$ cat src/rtl/clkstat_pkg.sv
package clkstat_pkg;

    localparam int REG_W     = 16;
    localparam int NUM_FLAGS = 7;
    localparam int SUM_BIT   = REG_W - 1;
    localparam int RSV_LO    = NUM_FLAGS;
    localparam int RSV_HI    = SUM_BIT - 1;

    // flag positions; software decodes these
    localparam int FLG_REF   = 0;
    localparam int FLG_TXUND = 1;
    localparam int FLG_TXOVR = 2;
    localparam int FLG_RXUND = 3;
    localparam int FLG_RXOVR = 4;
    localparam int FLG_LOSS  = 5;
    localparam int FLG_OOS   = 6;

    typedef logic [NUM_FLAGS-1:0] flag_vec_t;
    typedef logic [REG_W-1:0]     word_t;

    typedef enum logic [1:0] {
        FR_OFF   = 2'b00,
        FR_ARMED = 2'b01,
        FR_RSV2  = 2'b10,
        FR_RSV3  = 2'b11
    } freerun_mode_e;

    typedef struct packed {
        logic ref_fail;
        logic tx_under;
        logic tx_over;
        logic rx_under;
        logic rx_over;
        logic tref_loss;
    } evt_in_t;

    typedef struct packed {
        logic tim_ena;
        logic test_force;
        logic oos_irq_en;
        freerun_mode_e mode;
    } ctrl_t;

    function automatic word_t pack_word(input flag_vec_t f);
        word_t w;
        w = '0;
        w[NUM_FLAGS-1:0] = f;
        w[SUM_BIT]       = |f;
        return w;
    endfunction

endpackage

$ cat src/rtl/clkstat_edge_det.sv
module clkstat_edge_det (
    input  logic clk,
    input  logic rst,
    input  logic lvl_in,
    output logic rise_o
);
    logic samp_q;
    logic prev_q;

    always_ff @(posedge clk) begin
        if (rst) begin
            samp_q <= 1'b0;
            prev_q <= 1'b0;
        end else begin
            samp_q <= lvl_in;
            prev_q <= samp_q;
        end
    end

    assign rise_o = samp_q & ~prev_q;

    // entry into out-of-sync yields isolated single-cycle pulses
    a_r6_single_pulse: assert property (@(posedge clk) disable iff (rst)
        rise_o |=> !rise_o);

endmodule

$ cat src/rtl/clkstat_flag_cell.sv
module clkstat_flag_cell (
    input  logic clk,
    input  logic rst,
    input  logic set_i,
    input  logic clr_i,
    output logic q_o
);
    logic q;

    always_ff @(posedge clk) begin
        if (rst)        q <= 1'b0;
        else if (set_i) q <= 1'b1;
        else if (clr_i) q <= 1'b0;
    end

    assign q_o = q;

    a_r11_set_lands: assert property (@(posedge clk) disable iff (rst)
        set_i |=> q_o);

    a_r3_clear_drops: assert property (@(posedge clk) disable iff (rst)
        (clr_i && !set_i) |=> !q_o);

    a_r2_sticky: assert property (@(posedge clk) disable iff (rst)
        (q_o && !clr_i) |=> q_o);

endmodule

$ cat src/rtl/clkstat_flag_bank.sv
module clkstat_flag_bank
    import clkstat_pkg::*;
#(
    parameter int N = NUM_FLAGS
) (
    input  logic         clk,
    input  logic         rst,
    input  logic [N-1:0] set_i,
    input  logic [N-1:0] clr_i,
    input  logic         force_i,
    output logic [N-1:0] flags_o
);
    for (genvar i = 0; i < N; i++) begin : g_cell
        logic set_eff;
        assign set_eff = set_i[i] | force_i;
        clkstat_flag_cell u_cell (
            .clk   (clk),
            .rst   (rst),
            .set_i (set_eff),
            .clr_i (clr_i[i]),
            .q_o   (flags_o[i])
        );
    end

    // a forcing cycle fills the whole bank
    a_r8_force_fills: assert property (@(posedge clk) disable iff (rst)
        force_i |=> (&flags_o));

endmodule

$ cat src/rtl/clkstat_reg.sv
module clkstat_reg
    import clkstat_pkg::*;
(
    input  logic        clk,
    input  logic        rst,
    input  logic        wr_en,
    input  logic [15:0] wr_data,
    output logic [15:0] rd_data,
    input  logic        ref_fail_evt,
    input  logic        tx_under_evt,
    input  logic        tx_over_evt,
    input  logic        rx_under_evt,
    input  logic        rx_over_evt,
    input  logic        tref_loss_evt,
    input  logic        sync_lost_lvl,
    input  logic        tim_ena,
    input  logic        test_force,
    input  logic        oos_irq_en,
    input  logic [1:0]  freerun_mode,
    output logic        freerun_o,
    output logic        tim_serv_o
);
    evt_in_t   evt;
    ctrl_t     ctl;
    flag_vec_t set_vec;
    flag_vec_t clr_vec;
    flag_vec_t flags;
    logic      oos_rise;
    logic      unused_wr_hi;

    assign evt = '{ref_fail:  ref_fail_evt,
                   tx_under:  tx_under_evt,
                   tx_over:   tx_over_evt,
                   rx_under:  rx_under_evt,
                   rx_over:   rx_over_evt,
                   tref_loss: tref_loss_evt};

    assign ctl = '{tim_ena:    tim_ena,
                   test_force: test_force,
                   oos_irq_en: oos_irq_en,
                   mode:       freerun_mode_e'(freerun_mode)};

    clkstat_edge_det u_oos_edge (
        .clk    (clk),
        .rst    (rst),
        .lvl_in (sync_lost_lvl),
        .rise_o (oos_rise)
    );

    always_comb begin
        set_vec            = '0;
        set_vec[FLG_REF]   = evt.ref_fail;
        set_vec[FLG_TXUND] = evt.tx_under;
        set_vec[FLG_TXOVR] = evt.tx_over;
        set_vec[FLG_RXUND] = evt.rx_under;
        set_vec[FLG_RXOVR] = evt.rx_over;
        set_vec[FLG_LOSS]  = evt.tref_loss & ctl.tim_ena;
        set_vec[FLG_OOS]   = oos_rise;
    end

    assign clr_vec      = wr_en ? wr_data[NUM_FLAGS-1:0] : '0;
    assign unused_wr_hi = ^wr_data[REG_W-1:NUM_FLAGS];

    clkstat_flag_bank #(.N(NUM_FLAGS)) u_bank (
        .clk     (clk),
        .rst     (rst),
        .set_i   (set_vec),
        .clr_i   (clr_vec),
        .force_i (ctl.test_force),
        .flags_o (flags)
    );

    assign rd_data    = pack_word(flags);
    assign freerun_o  = flags[FLG_REF] && (ctl.mode == FR_ARMED);
    assign tim_serv_o = flags[FLG_OOS] && ctl.oos_irq_en;

    a_r4_reserved_zero: assert property (@(posedge clk) disable iff (rst)
        rd_data[RSV_HI:RSV_LO] == '0);

    a_r5_summary_tracks: assert property (@(posedge clk) disable iff (rst)
        rd_data[SUM_BIT] == (rd_data[NUM_FLAGS-1:0] != '0));

    a_r9_freerun_qual: assert property (@(posedge clk) disable iff (rst)
        freerun_o == (rd_data[FLG_REF] && freerun_mode == 2'b01));

    a_r10_serv_qual: assert property (@(posedge clk) disable iff (rst)
        tim_serv_o == (rd_data[FLG_OOS] && oos_irq_en));

    a_r7_loss_needs_enable: assert property (@(posedge clk) disable iff (rst)
        (!rd_data[FLG_LOSS] && !tim_ena && !test_force) |=> !rd_data[FLG_LOSS]);

endmodule

$ cat config.mk
export PLATFORM = sky130hd
export DESIGN_NAME = clkstat_reg
export DESIGN_NICKNAME = d
export VERILOG_FILES = /design/src/rtl/clkstat_pkg.sv /design/src/rtl/clkstat_edge_det.sv /design/src/rtl/clkstat_flag_cell.sv /design/src/rtl/clkstat_flag_bank.sv /design/src/rtl/clkstat_reg.sv
export SDC_FILE = /design/constraint.sdc
export NUM_CORES = 1
export LEC_CHECK = 0
export ABC_AREA = 1
export BUFFER_PORTS_ARGS = -buffer_cell sky130_fd_sc_hd__buf_2
export CAP_MARGIN = 0
export CORE_UTILIZATION = 39
export DETAILED_ROUTE_END_ITERATION = 7
export GPL_ROUTABILITY_DRIVEN = 1
export HOLD_SLACK_MARGIN = 0.1
export PLACE_DENSITY = 0.82
export SYNTH_ARGS = -nofsm -noshare
export SYNTH_HDL_FRONTEND = slang
export SYNTH_HIERARCHICAL = 1
export SYNTH_SLANG_ARGS = --single-unit
$ cat constraint.sdc
create_clock -name clk -period 2 [get_ports clk]
set_input_delay 0.2 -clock clk [delete_from_list [all_inputs] [get_ports clk]]
set_output_delay 0.2 -clock clk [all_outputs]
set_load 0.01 [all_outputs]
* Yosys cells after proc, flatten, opt, wreduce, memory -nomap -nowiden
Cells that the tools add are included. Widths: inputs -> output; s select.
Cells by class: equal/unequal tests 1, multiplexer cells 15, bitwise gates (word level) 10, reduce and logical (&&, ||, !) cells 10
Operator list (number):
- $mux 1 | 14
- $reduce_bool 2->1 | 7
- $mux 7 | 1
- $or 1x1->1 | 7
- $reduce_or 7->1 | 1
- $and 1x1->1 | 2
- $eq 2x1->1 const B | 1
- $logic_and 1x1->1 | 2
- $not 1->1 | 1
Storage, ports and cells: register bits 9, bits of input ports 31, output and inout port bits 18, logic and storage cells 45

* Longest topological paths before layout
word-level depth 4, gate-level depth with buffers 6, depth with buffers taken out 6

* By module
Netlist, hierarchy kept.
By module, submodules not included:
- clkstat_flag_cell | times used 7, cells each 5, area each 40.0 µm²
- clkstat_reg | times used 1, cells each 41, area each 183.9 µm²
- clkstat_edge_det | times used 1, cells each 7, area each 58.8 µm²
- clkstat_flag_bank | times used 1, cells each 15, area each 56.3 µm²

* Worst setup path after synthesis
Ideal clock, no wire load.
path type register -> output, start register u_bank.g_cell[0].u_cell.q, end output rd_data[15], arrival time 615 ps, slack 1185 ps, cell stages (with the launch flop) 5, buffers on the path 0, cell sequence dfxtp_1 -> inv_1 -> nand2_1 -> nor2_1 -> nand2_1
On the way: cells in the longest elaborated chain, start to end 1
RTL lines:
- from (decl) | line clkstat_flag_cell.sv:8 | logic q;
- from (signal assigned) | line clkstat_flag_cell.sv:11 | if (rst) q <= 1'b0;
- from (signal assigned) | line clkstat_flag_cell.sv:12 | else if (set_i) q <= 1'b1;
- from (signal assigned) | line clkstat_flag_cell.sv:13 | else if (clr_i) q <= 1'b0;
- $reduce_or 7->1 | line clkstat_pkg.sv:48 | w[SUM_BIT] = |f;
- to (decl) | line clkstat_reg.sv:8 | output logic [15:0] rd_data,
Every way passes these cells.

* Worst setup path after layout
Ends and elaborated chain as after synthesis.

==> impl_metrics.sql <==
INSERT INTO impl_metrics (metric_group, metric, value, unit) VALUES
('routing', 'routedWlPerCell', '7.22', 'um'),
('routing', 'vias', '575', ''),
('floorplanning', 'dieHeight', '40.5', 'um'),
('worst_setup_path', 'worstSetupStartpointType', 'flip-flop', ''),
('routing', 'post_drt_antenna_nets', '0', ''),
('final_layout', 'antennaDiodeCount', '0', ''),
('final_layout', 'final_cell_mix', 'sky130_fd_sc_hd__inv_1, sky130_fd_sc_hd__buf_2, sky130_fd_sc_hd__nand2_1, sky130_fd_sc_hd__dfxtp_1, sky130_fd_sc_hd__conb_1', ''),
('worst_setup_path', 'cp.arrival', '0.99', 'ns'),
('place', 'place.detailed.instances', '143', ''),
('synthesis', 'synth-seq-area-share', '31.1', '%'),
('place', 'pre_cts_ws', '1.07', 'ns'),
('routing', 'viasPerCell', '3.91', ''),
('final_layout', 'areaGrowthSynthToFinish', '28.7', '%'),
('synthesis', 'netlist_instances', '98', ''),
('global_routing', 'antenna_violations_before_repair', '0', ''),
('timing', 'final.setup.worst_slack', '0.812', 'ns'),
('floorplanning', 'die_w', '40.5', 'um'),
('synthesis', 'ys_types', '8', ''),
('floorplanning', 'die_area', '1640', 'sq um'),
('place', 'detailed_place.area', '719', 'sq um'),
('min_path', 'hold-path-cell-count', '3', ''),
('power_and_ir_drop', 'power_density', '584', 'nW/um^2'),
('final_layout', 'layout.core_utilization', '55.9', '%'),
('min_path', 'min_delay_worst_endpoint', 'u_oos_edge/samp_q', ''),
('status', 'run_status', 'finished clean', ''),
('timing', 'maxSlewViolCount', '0', ''),
('routing', 'initialDrtViolationCount', '8', ''),
('timing', 'setup_tns', '0', 'ns'),
('global_routing', 'global_route_wire_length_before_repair', '1500', 'um'),
('timing', 'rsz0062_at_grt', 'no', ''),
('min_path', 'min_path_type', 'primary input to flip-flop', ''),
('worst_setup_path', 'timing.critical_path.fanout_max', '4', ''),
('timing', 'timing.final.crit_period', '1.19', 'ns'),
('worst_setup_path', 'reg2reg_setup_slack', '1.25', 'ns'),
('place', 'gp_routability_congestion', '0.724', ''),
('final_layout', 'design.final.nets', '164', ''),
('routing', 'routed_wl', '1060', 'um'),
('worst_setup_path', 'setup.worst_path.end_class', 'primary output', ''),
('synthesis', 'yosys_warnings', '6', ''),
('power_and_ir_drop', 'ir_drop', '0.000285', 'V'),
('synthesis', 'synth-seq-cells', '9', ''),
('final_layout', 'fillCellCount', '150', ''),
('global_routing', 'first_global_vias', '378', ''),
('floorplanning', 'floorplan.initialDensity', '43.4', '%'),
('routing', 'detail_route.drc_violations', '0', ''),
('final_layout', 'post-route-cell-area', '746', 'sq um'),
('worst_setup_path', 'worst-endpoint-required', '1.80', 'ns'),
('timing', 'clock.fmax', '841', 'MHz'),
('clocking', 'worstSkewPairLatency', '0.25', 'ns'),
('timing', 'layout_worst_path_cycle_share', '59.4', '%'),
('worst_setup_path', 'r2r_start', 'u_oos_edge/samp_q', ''),
('worst_setup_path', 'reg2regPathDepth', '6', ''),
('clocking', 'cell_at_the_root_of_the_clock_tree', 'sky130_fd_sc_hd__clkbuf_4', ''),
('timing', 'finalSetupViolCount', '0', ''),
('global_routing', 'groute.usage.overall', '14.8', '%'),
('worst_setup_path', 'crit_path_class', 'flip-flop to primary output', ''),
('clocking', 'cts_tree', 'yes', ''),
('timing', 'finalClockSkew', '0.0000669', 'ns'),
('power_and_ir_drop', 'power.leakage', '0.545', 'nW'),
('floorplanning', 'core-area', '1330', 'sq um'),
('synthesis', 'post_synth_main_area_contributors', 'sky130_fd_sc_hd__dfxtp_1, sky130_fd_sc_hd__inv_1, sky130_fd_sc_hd__nand2_1, sky130_fd_sc_hd__a21oi_2, sky130_fd_sc_hd__buf_4', ''),
('global_routing', 'maximum_number_of_pins_on_one_net_before_global_route_repair', '10', ''),
('synthesis', 'synth.top_cell.area_share', '31.1', '%'),
('clocking', 'cts.hold.buffers_added', '0', ''),
('floorplanning', 'fp-row-count', '13', ''),
('synthesis', 'syn-cell-area', '579', 'sq um'),
('floorplanning', 'ioPinCount', '49', ''),
('clocking', 'postCtsSetupBuffers', '0', ''),
('global_routing', 'overflow_left_after_global_routing', '0', ''),
('final_layout', 'finish.cell_count_without_fillers', '147', ''),
('worst_setup_path', 'r2r-end', 'u_bank/g_cell[6].u_cell/q_o', '');
## critical path: stages, from the launching register on
cell and delay (ns):
sky130_fd_sc_hd__dfxtp_1 0.33, sky130_fd_sc_hd__inv_1 0.06, sky130_fd_sc_hd__nand2_1 0.04, sky130_fd_sc_hd__nor2_1 0.11, sky130_fd_sc_hd__nand2_1 0.05, sky130_fd_sc_hd__buf_2 0.13
## routing by layer
metal	wire length, um	up-vias	GRT usage, %	share of wire, %
met4	5	0	10.0	0.47
met5	0	-	0	0
li1	-	314	-	-
met1	457	233	15.9	43
met2	529	26	24.2	50
met3	70	2	5.00	6.6
## worst max-delay path by stage
stage / from / to / slack, ns / depth (start not counted)
2_1_floorplan: u_bank/g_cell[0].u_cell/q_o / rd_data[15] / 1.19 / 4
3_3_place_gp: u_bank/g_cell[0].u_cell/q_o / rd_data[15] / 1.08 / 5
3_5_place_dp: u_bank/g_cell[0].u_cell/q_o / rd_data[15] / 1.07 / 5
4_1_cts: u_bank/g_cell[0].u_cell/q_o / rd_data[15] / 0.78 / 5
5_1_grt: u_bank/g_cell[0].u_cell/q_o / rd_data[15] / 0.72 / 5
6_report: u_bank/g_cell[0].u_cell/q_o / rd_data[15] / 0.81 / 5
## flip-flops by register name, summed over array words and instances, names as in the netlist
name,cells
u_oos_edge/prev_q,1
u_bank/g_cell.u_cell/q_o,7
u_oos_edge/samp_q,1
## report_power, final
| group | internal [W] | switching [W] |
|---|---|---|
| logic | 0.0000419 | 0.0000552 |
| registers | 0.000192 | 0.00000859 |
| clock network | 0.0000767 | 0.0000611 |
| total | 0.000310 | 0.000125 |
## synthesized netlist by cell type (all sizes together)
library cell	count
buf	8
conb	1
inv	39
nand2	28
a21oi	7
dfxtp	9
nor2	6
## area by class of cell
type                            instances  area [sq um]  area share (%)
Inverter                               39           146            19.6
Multi-Input combinational cell         49           219            29.4
Timing Repair Buffer                   31           155            20.8
Sequential cell                         9           180            24.2
Clock buffer                            4          26.3            3.52
Tap cell                               15          18.8            2.52
## cells by family after synthesis
group                  after synthesis  share of synthesized area [%]
and+or+nand+nor                     34                           22.0
AOI/OAI and AO/OA                    7                           10.6
other                                1                          0.647
DFF                                  9                           31.1
buffers and inverters               47                           35.6
## stage by stage
step | total power [W] | hold slack [ns]
finish | 0.000435 | 0.145
detailed placement | 0.000302 | 0.408
CTS | 0.000442 | 0.136
global route | 0.000467 | 0.139
floorplan | 0.000270 | 0.262
global placement | 0.000299 | 0.408
(Power assumes the default switching activity.)
